`src/rtl/bss_pkg.sv`:
```
package bss_pkg;

  typedef enum logic [3:0] {
    S_OFF,
    S_REQ,
    S_MAGIC,
    S_LEN,
    S_COPY,
    S_INDEX,
    S_NEXT,
    S_DONE,
    S_HALT
  } seqState_t;

  // strobes from control to datapath
  typedef struct packed {
    logic clrPos;
    logic incPos;
    logic setFast;
    logic setNorm;
    logic ldLen;
    logic wrImg;
    logic wrIdx;
    logic blinkOn;
    logic blinkOff;
  } seqCmd_t;

endpackage

```
`src/rtl/bssCtrl.sv`:
```
module bssCtrl
  import bss_pkg::*;
(
  input  logic    clk,
  input  logic    rstN,
  input  logic    pathEn,
  input  logic    fastSel,
  input  logic    rdValid,
  input  logic    crcErr,
  input  logic    posLast,
  input  logic    magicOk,
  input  logic    lenOk,
  input  logic    copyLast,
  input  logic    inFast,
  output seqCmd_t cmd,
  output logic    rdReq,
  output logic    busy,
  output logic    done
);

  seqState_t state, nextState;

  always_ff @(posedge clk) begin
    if (!rstN) state <= S_OFF;
    else       state <= nextState;
  end

  always_comb begin
    nextState = state;
    cmd       = '0;
    rdReq     = 1'b0;
    done      = 1'b0;
    unique case (state)
      S_OFF: begin
        if (pathEn) begin
          cmd.clrPos = 1'b1;
          if (fastSel) cmd.setFast = 1'b1;
          else         cmd.setNorm = 1'b1;
          nextState = S_REQ;
        end
      end
      S_REQ: begin
        rdReq     = 1'b1;
        nextState = S_MAGIC;
      end
      S_MAGIC: begin
        if (crcErr)       nextState = S_NEXT;
        else if (rdValid) nextState = magicOk ? S_LEN : S_NEXT;
      end
      S_LEN: begin
        if (crcErr) nextState = S_NEXT;
        else if (rdValid) begin
          if (lenOk) begin
            cmd.ldLen = 1'b1;
            nextState = S_COPY;
          end else begin
            nextState = S_NEXT;
          end
        end
      end
      S_COPY: begin
        if (crcErr) nextState = S_NEXT;
        else if (rdValid) begin
          cmd.wrImg = 1'b1;
          if (copyLast) nextState = S_INDEX;
        end
      end
      S_INDEX: begin
        cmd.wrIdx = 1'b1;
        nextState = S_DONE;
      end
      S_NEXT: begin
        nextState = S_REQ;
        if (!posLast) begin
          cmd.incPos = 1'b1;
        end else if (inFast) begin
          cmd.clrPos  = 1'b1;
          cmd.setNorm = 1'b1;
        end else begin
          cmd.clrPos  = 1'b1;
          cmd.blinkOn = 1'b1;
          if (fastSel) cmd.setFast = 1'b1;
          else         cmd.setNorm = 1'b1;
        end
      end
      S_DONE: begin
        done         = 1'b1;
        cmd.blinkOff = 1'b1;
        nextState    = S_HALT;
      end
      S_HALT: nextState = S_HALT;
      default: nextState = S_OFF;
    endcase
  end

  always_comb begin
    busy = 1'b0;
    case (state)
      S_OFF:                                            busy = pathEn;
      S_REQ, S_MAGIC, S_LEN, S_COPY, S_INDEX, S_NEXT:   busy = 1'b1;
      default:                                          busy = 1'b0;
    endcase
  end

endmodule

```
`src/rtl/bssDatapath.sv`:
```
module bssDatapath
  import bss_pkg::*;
#(
  parameter int          BLK_W         = 8,
  parameter int          RAM_BYTES     = 32768,
  parameter int          IMG_BASE      = 32,
  parameter int          IMG_MAX_BYTES = 30720,
  parameter int          SEARCH_LEN    = 24,
  parameter int          FAST_BASE     = 25,
  parameter int          NORM_BASE     = 0,
  parameter logic [31:0] NORM_MAGIC    = 32'h5EED_B007,
  parameter logic [23:0] FAST_TAG      = 24'hF1FCED,
  parameter int          CLK_HZ        = 100_000_000
) (
  input  logic                         clk,
  input  logic                         rstN,
  input  seqCmd_t                      cmd,
  input  logic [31:0]                  rdData,
  output logic [BLK_W-1:0]             rdBlock,
  output logic                         posLast,
  output logic                         magicOk,
  output logic                         lenOk,
  output logic                         copyLast,
  output logic                         inFast,
  output logic                         ramWe,
  output logic [$clog2(RAM_BYTES)-1:0] ramAddr,
  output logic [31:0]                  ramWdata,
  output logic                         status
);

  localparam int AW        = $clog2(RAM_BYTES);
  localparam int MAX_WORDS = IMG_MAX_BYTES / 4;
  localparam int LW        = $clog2(MAX_WORDS + 1);
  localparam int PW        = $clog2(SEARCH_LEN + 1);
  localparam int HALF      = (CLK_HZ / 8 < 1) ? 1 : CLK_HZ / 8;
  localparam int CW        = $clog2(HALF + 1);

  logic [PW-1:0] pos;
  logic [LW-1:0] lenQ;
  logic [LW-1:0] wordCnt;
  logic          blinkEn;

  // search position and window
  always_ff @(posedge clk) begin
    if (!rstN) begin
      pos    <= '0;
      inFast <= 1'b0;
    end else begin
      if (cmd.clrPos)      pos <= '0;
      else if (cmd.incPos) pos <= pos + PW'(1);
      if (cmd.setFast)      inFast <= 1'b1;
      else if (cmd.setNorm) inFast <= 1'b0;
    end
  end

  assign rdBlock = (inFast ? BLK_W'(FAST_BASE) : BLK_W'(NORM_BASE)) + BLK_W'(pos);
  assign posLast = (pos == PW'(SEARCH_LEN - 1));

  // descriptor decode
  assign magicOk  = inFast ? (rdData[31:8] == FAST_TAG) : (rdData == NORM_MAGIC);
  assign lenOk    = (rdData != 32'd0) && (rdData <= 32'(MAX_WORDS));
  assign copyLast = (wordCnt == (lenQ - LW'(1)));

  // length and copy counter
  always_ff @(posedge clk) begin
    if (!rstN) begin
      lenQ    <= '0;
      wordCnt <= '0;
    end else if (cmd.ldLen) begin
      lenQ    <= rdData[LW-1:0];
      wordCnt <= '0;
    end else if (cmd.wrImg) begin
      wordCnt <= wordCnt + LW'(1);
    end
  end

  // registered RAM write port
  always_ff @(posedge clk) begin
    if (!rstN) begin
      ramWe    <= 1'b0;
      ramAddr  <= '0;
      ramWdata <= '0;
    end else begin
      ramWe <= cmd.wrImg | cmd.wrIdx;
      if (cmd.wrImg) begin
        ramAddr  <= AW'(IMG_BASE) + (AW'(wordCnt) << 2);
        ramWdata <= rdData;
      end else if (cmd.wrIdx) begin
        ramAddr  <= AW'(RAM_BYTES - 4);
        ramWdata <= 32'(pos) + 32'd1;
      end
    end
  end

  // failure indicator divider
  always_ff @(posedge clk) begin
    if (!rstN)             blinkEn <= 1'b0;
    else if (cmd.blinkOff) blinkEn <= 1'b0;
    else if (cmd.blinkOn)  blinkEn <= 1'b1;
  end

  generate
    if (HALF == 1) begin : g_fastToggle
      always_ff @(posedge clk) begin
        if (!rstN || cmd.blinkOff) status <= 1'b0;
        else if (blinkEn)          status <= ~status;
      end
    end else begin : g_divToggle
      logic [CW-1:0] blinkCnt;
      always_ff @(posedge clk) begin
        if (!rstN || cmd.blinkOff) begin
          blinkCnt <= '0;
          status   <= 1'b0;
        end else if (blinkEn) begin
          if (blinkCnt == CW'(HALF - 1)) begin
            blinkCnt <= '0;
            status   <= ~status;
          end else begin
            blinkCnt <= blinkCnt + CW'(1);
          end
        end
      end
    end
  endgenerate

endmodule

```
`src/rtl/bootSearchSeq.sv`:
```
module bootSearchSeq
  import bss_pkg::*;
#(
  parameter int          BLK_W         = 8,
  parameter int          RAM_BYTES     = 32768,
  parameter int          IMG_BASE      = 32,
  parameter int          IMG_MAX_BYTES = 30720,
  parameter int          SEARCH_LEN    = 24,
  parameter int          FAST_BASE     = 25,
  parameter int          NORM_BASE     = 0,
  parameter logic [31:0] NORM_MAGIC    = 32'h5EED_B007,
  parameter logic [23:0] FAST_TAG      = 24'hF1FCED,
  parameter int          CLK_HZ        = 100_000_000
) (
  input  logic                         clk,
  input  logic                         rstN,
  input  logic [1:0]                   bootSel,
  input  logic                         fastStrap,
  output logic                         rdReq,
  output logic [BLK_W-1:0]             rdBlock,
  input  logic                         rdValid,
  input  logic [31:0]                  rdData,
  input  logic                         crcErr,
  output logic                         ramWe,
  output logic [$clog2(RAM_BYTES)-1:0] ramAddr,
  output logic [31:0]                  ramWdata,
  output logic                         busy,
  output logic                         done,
  output logic [$clog2(RAM_BYTES)-1:0] entryAddr,
  output logic                         status
);

  localparam int AW = $clog2(RAM_BYTES);

  logic [1:0] selQ;
  logic       fastQ;
  logic       pathEn;
  seqCmd_t    cmd;
  logic       posLast, magicOk, lenOk, copyLast, inFast;

  // straps are captured only while reset is held
  always_ff @(posedge clk) begin
    if (!rstN) begin
      selQ  <= bootSel;
      fastQ <= ~fastStrap;
    end
  end

  assign pathEn    = (selQ == 2'b10);
  assign entryAddr = AW'(IMG_BASE);

  bssCtrl i_ctrl (
    .clk      (clk),
    .rstN     (rstN),
    .pathEn   (pathEn),
    .fastSel  (fastQ),
    .rdValid  (rdValid),
    .crcErr   (crcErr),
    .posLast  (posLast),
    .magicOk  (magicOk),
    .lenOk    (lenOk),
    .copyLast (copyLast),
    .inFast   (inFast),
    .cmd      (cmd),
    .rdReq    (rdReq),
    .busy     (busy),
    .done     (done)
  );

  bssDatapath #(
    .BLK_W         (BLK_W),
    .RAM_BYTES     (RAM_BYTES),
    .IMG_BASE      (IMG_BASE),
    .IMG_MAX_BYTES (IMG_MAX_BYTES),
    .SEARCH_LEN    (SEARCH_LEN),
    .FAST_BASE     (FAST_BASE),
    .NORM_BASE     (NORM_BASE),
    .NORM_MAGIC    (NORM_MAGIC),
    .FAST_TAG      (FAST_TAG),
    .CLK_HZ        (CLK_HZ)
  ) i_dp (
    .clk      (clk),
    .rstN     (rstN),
    .cmd      (cmd),
    .rdData   (rdData),
    .rdBlock  (rdBlock),
    .posLast  (posLast),
    .magicOk  (magicOk),
    .lenOk    (lenOk),
    .copyLast (copyLast),
    .inFast   (inFast),
    .ramWe    (ramWe),
    .ramAddr  (ramAddr),
    .ramWdata (ramWdata),
    .status   (status)
  );

endmodule

```
`config.mk`:
```
export PLATFORM = sky130hd
export DESIGN_NAME = bootSearchSeq
export DESIGN_NICKNAME = d
export VERILOG_FILES = /design/src/rtl/bss_pkg.sv /design/src/rtl/bssCtrl.sv /design/src/rtl/bssDatapath.sv /design/src/rtl/bootSearchSeq.sv
export SDC_FILE = /design/constraint.sdc
export NUM_CORES = 1
export LEC_CHECK = 0
export ABC_AREA = 1
export BUFFER_PORTS_ARGS = -buffer_cell sky130_fd_sc_hd__buf_2
export CORE_MARGIN = 8
export CORE_UTILIZATION = 55
export CTS_BUF_LIST = sky130_fd_sc_hd__clkbuf_16
export DETAILED_ROUTE_END_ITERATION = 8
export GPL_TIMING_DRIVEN = 0
export PLACE_DENSITY = 0.77
export SLEW_MARGIN = 20
export SYNTH_ARGS = -nofsm -noshare
export SYNTH_HDL_FRONTEND = slang
export SYNTH_HIERARCHICAL = 1
export SYNTH_SLANG_ARGS = --single-unit
```
`constraint.sdc`:
```
create_clock -name clk -period 3.2 [get_ports clk]
set_input_delay 0.64 -clock clk [delete_from_list [all_inputs] [get_ports clk]]
set_output_delay 0.64 -clock clk [all_outputs]
set_load 0.03 [all_outputs]
```
==> results.yml, run 1 <==
status:
  outcome: "completed"
setup_path:
  start_kind: "primary input"
  r2r_cells: 8
  critPathMaxFanout: 10
  timing.critical_path.required_ns: 3.42
  timing.rr.end: "i_dp/ramAddr[7]"
  r2r-start: "i_ctrl/state[2]"
  crit_chain: "buf_2, or2_2, nor4_1, nand3_1, nor2_1, nand2_1, nor4_2, inv_1, clkbuf_1, o21ai_0, a21oi_1"
  cp-end-kind: "flip-flop"
  critPathKind: "primary input to flip-flop"
  cp_slowest_stage_delay_ns: 0.63
  rrSetupSlack_ns: 0.78
  crit_slowest_cell: "nor4_2"
  crit_arrival_ns: 2.99
die:
  die_w_um: 120
  dieArea_sq_um: 14300
  initial_core_util: 0.554
  io_pins: 114
  core_area_sq_um: 10700
  num_rows: 38
  die_h_um: 120
final_layout:
  layout.nets: 1057
  drive_gt1_frac: 0.161
  antenna_cells: 0
  final_cell_mix: "216 x nand2_1, 133 x nor2_1, 108 x dfxtp_1"
  area_growth_pct: 16.7
  mostFrequentLayoutCell: "nand2_1"
  fin_cells: 1154
timing:
  hold_viol_final: 0
  grt_setup_unrepaired: "false"
  holdWs_ns: 0.457
  setup_violations: 0
  min_period_over_period: 0.867
  period_needed_ns: 2.77
  finalClockSkew_ns: 0.00889
  worst_pin_slew_ns: 0.726
  finalWorstSetupSlack_ns: 0.425
  max-slew-margin-rel: 0.512
  max_freq_mhz: 360
  slew_viol_final: 0
hold_path:
  hold_class: "primary input to flip-flop"
  hold_path_end: "selQ[1]"
  hold_depth: 1
  min_from: "bootSel[1]"
drt:
  wl_per_cell_um: 13.4
  totalWireLength_mm: 15.5
  drt_iter0_drc: 447
  num_vias: 5890
  firstDrtPassIters: 5
  antenna_left: 0
  drc: 0
  viasPerCell: 5.10
placement:
  dpl.hpwl_mm: 12.1
  post-place-ws_ns: -0.222
  io_buffers: 94
  dp.cells: 1138
  place.gp.congestion: 0.877
clock_tree:
  cts_hold_buf: 0
  insertion_delay_ns: 0.35
  cts.reportedPaths.clkPinSlew_ns: 0.08
  clock-sinks: 111
  cts-resized-gates: 0
  htreeDepth: 3
  cts_buffer_depth: 2
  numCtsBuffers: 9
  postCtsSetupRepairBufs: 0
  cts_root_buf: "clkbuf_16"
  cts_tree: "done"
logic_synthesis:
  synthTopCellsByArea: "dfxtp_1 37%, nand2_1 14%, nor2_1 8.5%"
  synth_edf_count: 3
  yosysTopAreaCellShare: 0.366
  yosysWarnings: 6
  synth_seq_cells: 111
  synthFlopType: "dfxtp_1"
  syn-cell-area_sq_um: 5900
  syn_area_per_cell_sq_um: 6.65
  ys_types: 42
  synthArstFlopShare: 0
  seq_area_frac_synth: 0.381
  synth_top_cell_by_area: "dfxtp_1"
  synthCells: 888
grt:
  gr-usage-all-layers: 0.218
  grt.overflow.total: 0
  antenna_found_initial: 0
  grt_max_degree: 19
  grt_pass1_vias: 5670
  grt_pass1_wl_mm: 26.0
run:
  max-cap-violations: 0
power_and_ir_drop:
  p_leak_uw: 0.00320
  power_density_nw_per_um2: 523
  ir_drop_uv: 494
  power.total_uw: 3600
-- worst max-delay path: cells and delay by family --
kind / cells / cell delay [ns]
buf+inv: 3 / 0.46
compound gates: 2 / 0.31
simple gates: 6 / 1.58
-- metrics by stage --
stage	utilization	instance area (sq um)	TNS (ns)
2_1_floorplan	-	5960	0
3_3_place_gp	0.621	6610	-3.66
3_5_place_dp	0.621	6610	-3.82
4_1_cts	0.646	6880	0
5_1_grt	0.647	6890	0
6_report	0.647	6890	0
-- routing by layer --
metal	global-route usage	up-vias	routed length [um]
met3	0.0794	14	1070
li1	-	3054	-
met2	0.374	156	7410
met5	0	-	0
met4	0.0578	0	214
met1	0.250	2666	6800
-- sequential cells by signal (all words and copies together) (netlist names) --
| signal | flops |
|---|---|
| fastQ | 1 |
| i_ctrl/state | 4 |
| i_dp/blinkEn | 1 |
| i_dp/g_divToggle.blinkCnt | 24 |
| i_dp/inFast | 1 |
| i_dp/lenQ | 13 |
| i_dp/pos | 5 |
| i_dp/ramAddr | 13 |
| i_dp/ramWdata | 32 |
| i_dp/ramWe | 1 |
| i_dp/status | 1 |
| i_dp/wordCnt | 13 |
| selQ | 2 |
-- synthesized netlist by cell type, types with 8 or more instances --
cell type,n
dfxtp_1,108
nand4_1,15
xor2_1,19
a21oi_1,66
inv_1,97
ha_1,9
nand2_1,216
nor2_2,8
nor2_1,133
clkbuf_1,16
nand3_1,41
o21ai_0,40
nor3_1,30
buf_4,20
-- worst max path at each step --
stage          slack, ns  cells after the start      endpoint       start
2_1_floorplan       0.60                     10  i_dp/lenQ[0]  rdData[30]
3_3_place_gp       -0.22                     11  i_dp/lenQ[5]  rdData[30]
3_5_place_dp       -0.22                     11  i_dp/lenQ[5]  rdData[30]
4_1_cts             0.15                     11  i_dp/lenQ[5]  rdData[30]
5_1_grt             0.27                     12  i_dp/lenQ[5]  rdData[20]
6_report            0.43                     11  i_dp/lenQ[5]  rdData[30]
-- cell families after synthesis --
family          Yosys count  synth area share
simple gates            469             0.341
buf+inv                 145             0.105
compound gates          128             0.117
flops                   111             0.381
xor+xnor                 23            0.0341
fa+ha+maj                 9            0.0191
other cells               3           0.00191
-- area by class of cell --
cell class                 instances  area (sq um)
tap                              140           175
multi-input combinational        648          3100
fill                            1012          3760
sequential                       111          2250
clock buffer                       9           225
clock inverter                     7          46.3
inverter                         106           398
timing repair buffer              94           470
buffer                            39           224
-- power breakdown --
part	switching, uW	total [uW]	internal (uW)
logic	692	985	294
registers	81.0	1560	1480
clock network	522	1050	530
(Power assumes the default switching activity.)
==> run 2: changes to the inputs <==
--- a/config.mk
+++ b/config.mk
@@ -8,11 +8,12 @@
 export ABC_AREA = 1
 export BUFFER_PORTS_ARGS = -buffer_cell sky130_fd_sc_hd__buf_2
 export CORE_MARGIN = 8
-export CORE_UTILIZATION = 55
+export CORE_UTILIZATION = 30
 export CTS_BUF_LIST = sky130_fd_sc_hd__clkbuf_16
 export DETAILED_ROUTE_END_ITERATION = 8
 export GPL_TIMING_DRIVEN = 0
-export PLACE_DENSITY = 0.77
+export PLACE_DENSITY = 0.47
+export SKIP_CTS_REPAIR_TIMING = 1
 export SLEW_MARGIN = 20
 export SYNTH_ARGS = -nofsm -noshare
 export SYNTH_HDL_FRONTEND = slang
==> run 2 against run 1 <==
Compared with the run above:
- non-clock buffer count is the same
- maximum frequency shrank 4.9%
- count of clock-buffer cells in the layout is the same
- die area grew 71%
- combinational power is essentially flat
- power grew 5.7%
- sequential share of layout area shrank 1.0 points
==> results.yml, run 2 (synthesis gave the netlist of run 1 again) <==
timing:
  period_needed_ns: 2.92
  hold_viol_final: 0
  worst_pin_slew_ns: 0.788
  finalClockSkew_ns: 0.0106
  setup_violations: 0
  slew_viol_final: 0
  min_period_over_period: 0.911
  max_freq_mhz: 343
  max-slew-margin-rel: 0.470
  holdWs_ns: 0.462
  grt_setup_unrepaired: "false"
drt:
  num_vias: 5813
  totalWireLength_mm: 17.5
  wl_per_cell_um: 13.7
  antenna_left: 0
  firstDrtPassIters: 5
  viasPerCell: 4.54
  drc: 0
  drt_iter0_drc: 215
final_layout:
  final_cell_mix: "216 x nand2_1, 133 x nor2_1, 108 x dfxtp_1"
  layout.nets: 1057
  drive_gt1_frac: 0.163
  mostFrequentLayoutCell: "nand2_1"
  post-route-util: 0.366
  largest_reg_flops: 32
  antenna_cells: 0
  max_flop_register: "i_dp/ramWdata"
  reg_top3: "i_dp/ramWdata (32), i_dp/g_divToggle.blinkCnt (24)"
  area_growth_pct: 20.3
setup_path:
  crit_arrival_ns: 3.14
  rrSetupSlack_ns: 0.75
  timing.critical_path.required_ns: 3.42
  crit_slowest_cell: "nor4_2"
  critPathMaxFanout: 10
  cp_slowest_stage_delay_ns: 0.67
  crit_chain: "buf_2, nor4_1, nand2_1, nor2_1, nand3_1, nor2_1, nand2_1, nor4_2, inv_1, clkbuf_1, o21ai_0, a21oi_1"
  start_kind: "primary input"
  cp-end-kind: "flip-flop"
  critPathKind: "primary input to flip-flop"
power_and_ir_drop:
  p_leak_uw: 0.00322
  power_density_nw_per_um2: 536
  power.total_uw: 3810
  ir_drop_uv: 296
grt:
  grt_pass1_vias: 5847
  busiest_layer: "met2"
  gr-usage-met3: 0.0568
  grt.overflow.total: 0
  use_met2: 0.245
  grt_pass1_wl_mm: 29.0
  grt_max_degree: 23
  antenna_found_initial: 3
  use_met1: 0.177
  gr-usage-all-layers: 0.148
clock_tree:
  clock-sinks: 111
  htreeDepth: 3
  insertion_delay_ns: 0.36
  cts_buffer_depth: 2
  cts_root_buf: "clkbuf_16"
  cts.reportedPaths.clkPinSlew_ns: 0.08
  cts_tree: "done"
  numCtsBuffers: 9
die:
  die_h_um: 156
  core_area_sq_um: 19400
  io_pins: 114
  num_rows: 51
  die_w_um: 156
  dieArea_sq_um: 24400
  initial_core_util: 0.304
run:
  max-cap-violations: 0
placement:
  place.gp.congestion: 0.850
  io_buffers: 94
  dpl.hpwl_mm: 14.0
status:
  outcome: "completed"
hold_path:
  hold_class: "primary input to flip-flop"
-- run 2: final cells by class --
cell class,instances,area [sq um]
Clock inverter,7,108
Sequential cell,111,2250
Inverter,106,398
Tap cell,265,332
Clock buffer,9,225
Fill cell,2170,12300
Timing Repair Buffer,94,470
Multi-Input combinational cell,648,3100
Buffer,39,224
-- run 2: final timing paths --
check,start,to,cells after the start
setup reg to reg,i_ctrl/state[2],i_dp/ramAddr[10],9
hold / removal,bootSel[1],selQ[1],1
hold reg to reg,i_dp/ramWdata[26],i_dp/ramWdata[26],2
setup / recovery,rdData[20],i_dp/lenQ[9],12
-- run 2: power breakdown --
group | switching (uW) | leakage, uW | internal [uW]
sequential | 80.2 | 0.000902 | 1480
combinational | 709 | 0.00216 | 294
clock | 601 | 0.000161 | 642
total | 1390 | 0.00322 | 2420
-- run 2: metal layers --
layer | vias up | part of all wire
met3 | 18 | 0.071
met4 | 6 | 0.010
met2 | 121 | 0.46
met1 | 2614 | 0.46
li1 | 3054 | -
met5 | - | 0.0018
-- run 2: per-stage QoR --
stage,cells,setup slack (ns),setup TNS [ns],cell area [sq um]
finish,1279,0.284,0,7110
global route,1279,0.00598,0,7110
CTS,1279,0.271,0,7110
detailed placement,1263,-0.0971,-0.308,6770
global placement,1263,-0.552,-10.57,6770
floorplan,904,0.600,0,5960
-- run 2: worst max-delay path, delay by kind of cell --
| family | cells | cell delay, ns |
|---|---|---|
| compound gates | 2 | 0.42 |
| simple gates | 7 | 1.61 |
| buf+inv | 3 | 0.47 |
==> run 3: changes to the inputs <==
--- a/config.mk
+++ b/config.mk
@@ -6,7 +6,7 @@
 export NUM_CORES = 1
 export LEC_CHECK = 0
 export ABC_AREA = 1
-export BUFFER_PORTS_ARGS = -buffer_cell sky130_fd_sc_hd__buf_2
+export BUFFER_PORTS_ARGS = -buffer_cell sky130_fd_sc_hd__clkbuf_2
 export CORE_MARGIN = 8
 export CORE_UTILIZATION = 30
 export CTS_BUF_LIST = sky130_fd_sc_hd__clkbuf_16
==> run 3 against run 2 <==
Compared with the run above:
- clock skew increased by 0.0041 ns
- cell count unchanged
- register-to-register slack better by 0.03 ns
- combinational power about the same
- sequential share of layout area hardly changed
- power about the same
- final area barely moved
- die area stayed put
- count of clock-buffer cells in the layout is the same
- clock power is essentially flat
- first-iteration DRC count is 13% lower
- sequential power hardly changed
- highest routed layer is now met4
==> results.yml, run 3 (synthesis gave the netlist of run 1 again) <==
status:
  outcome: "completed"
clock_tree:
  htreeDepth: 3
  cts_tree: "done"
  cts_root_buf: "clkbuf_16"
  numCtsBuffers: 9
  clock-sinks: 111
  cts_buffer_depth: 2
  insertion_delay_ns: 0.37
  cts.reportedPaths.clkPinSlew_ns: 0.08
setup_path:
  crit_path_start: "rdData[20]"
  critPathKind: "primary input to flip-flop"
  path_delay_family: "simple AND/OR/NAND/NOR gates"
  crit_chain: "clkbuf_2, nor4_1, nand2_1, nor2_1, nand3_1, nor2_1, nand2_1, nor4_2, inv_1, clkbuf_1, o21ai_0, a21oi_1"
  rrSetupSlack_ns: 0.78
  crit_cells: 12
  crit_arrival_ns: 3.12
  start_kind: "primary input"
  crit_slowest_cell: "nor4_2"
  path_buf_inv: 3
  r2r_cells: 8
  timing.critical_path.required_ns: 3.42
  crit_end: "i_dp/lenQ[9]"
  r2r-start: "i_ctrl/state[2]"
  critPathMaxFanout: 10
  cp-end-kind: "flip-flop"
  timing.rr.end: "i_dp/ramAddr[7]"
  cp_slowest_stage_delay_ns: 0.66
timing:
  grt_setup_unrepaired: "false"
  worst_pin_slew_ns: 0.767
  min_period_over_period: 0.905
  holdWs_ns: 0.453
  finalWorstSetupSlack_ns: 0.304
  slew_viol_final: 0
  hold_viol_final: 0
  setup_violations: 0
  max-slew-margin-rel: 0.484
  max_freq_mhz: 345
  finalClockSkew_ns: 0.0147
  period_needed_ns: 2.90
final_layout:
  largest_reg_flops: 32
  layout.nets: 1057
  final_area_sq_um: 7110
  final_cell_mix: "216 x nand2_1, 133 x nor2_1, 108 x dfxtp_1"
  fillers: 2201
  antenna_cells: 0
  area_growth_pct: 20.4
  max_flop_register: "i_dp/ramWdata"
  mostFrequentLayoutCell: "nand2_1"
  drive_gt1_frac: 0.163
  fin_cells: 1279
  reg_top3: "i_dp/ramWdata (32), i_dp/g_divToggle.blinkCnt (24)"
die:
  dieArea_sq_um: 24400
  initial_core_util: 0.304
  num_rows: 51
  die_h_um: 156
  io_pins: 114
  core_area_sq_um: 19400
  die_w_um: 156
grt:
  grt_pass1_vias: 5616
  grt_pass1_wl_mm: 28.2
  grt.overflow.total: 0
  grt_max_degree: 23
  gr-usage-all-layers: 0.145
  antenna_found_initial: 0
placement:
  post-place-ws_ns: -0.0533
  io_buffers: 94
  placed_area_sq_um: 6770
  dp.cells: 1263
  place.gp.congestion: 0.847
  dpl.hpwl_mm: 14.0
hold_path:
  hold_class: "primary input to flip-flop"
drt:
  antenna_left: 0
  num_vias: 5735
  drc: 0
  firstDrtPassIters: 4
  wl_per_cell_um: 13.6
  totalWireLength_mm: 17.5
  viasPerCell: 4.48
  drt_iter0_drc: 186
power_and_ir_drop:
  p_leak_uw: 0.00318
  power_density_nw_per_um2: 535
  ir_drop_uv: 318
  power.total_uw: 3810
run:
  max-cap-violations: 0
run 3: cell count changes in the layout (fill, tap and decap cells not counted):
cell / before / now
inv_8: 1 / 2
buf_2: 96 / 2
clkinv_8: 2 / 3
inv_6: 1 / 0
inv_12: 1 / 0
clkbuf_2: 0 / 94
run 3: final cells by class:
class | instances | area (sq um) | area share
Multi-Input combinational cell | 648 | 3100 | 0.436
Sequential cell | 111 | 2250 | 0.317
Timing Repair Buffer | 94 | 470 | 0.0662
Inverter | 106 | 398 | 0.0560
Tap cell | 265 | 332 | 0.0466
Clock buffer | 9 | 225 | 0.0317
Buffer | 39 | 224 | 0.0315
Clock inverter | 7 | 110 | 0.0155
run 3: power breakdown:
| part | total (uW) | internal, uW | switching [uW] |
|---|---|---|---|
| Combinational | 999 | 291 | 708 |
| Clock | 1240 | 641 | 603 |
| Sequential | 1560 | 1480 | 80.3 |
| Total | 3810 | 2410 | 1390 |
run 3: worst min path at each step:
stage / from / endpoint / slack, ns / depth (start not counted)
after floorplan: i_dp/lenQ[1] / i_dp/lenQ[1] / 0.45 / 2
after global placement: i_dp/ramWdata[8] / i_dp/ramWdata[8] / 0.45 / 2
after detailed placement: i_dp/ramWdata[9] / i_dp/ramWdata[9] / 0.45 / 2
after CTS: bootSel[1] / selQ[1] / 0.43 / 1
after global routing: bootSel[1] / selQ[1] / 0.44 / 1
final: bootSel[1] / selQ[1] / 0.45 / 1
run 3: stage by stage:
step	TNS [ns]	utilization
after floorplan	0	-
after global placement	-9.22	0.349
after detailed placement	-0.0756	0.349
after CTS	0	0.366
after global routing	0	0.366
final	0	0.366
run 3: routing by layer:
layer | share of wire | vias up | track usage
met5 | 0 | - | 0
met4 | 0.0072 | 0 | 0.0288
met3 | 0.082 | 8 | 0.0612
met2 | 0.46 | 144 | 0.241
met1 | 0.45 | 2530 | 0.172
li1 | - | 3053 | -
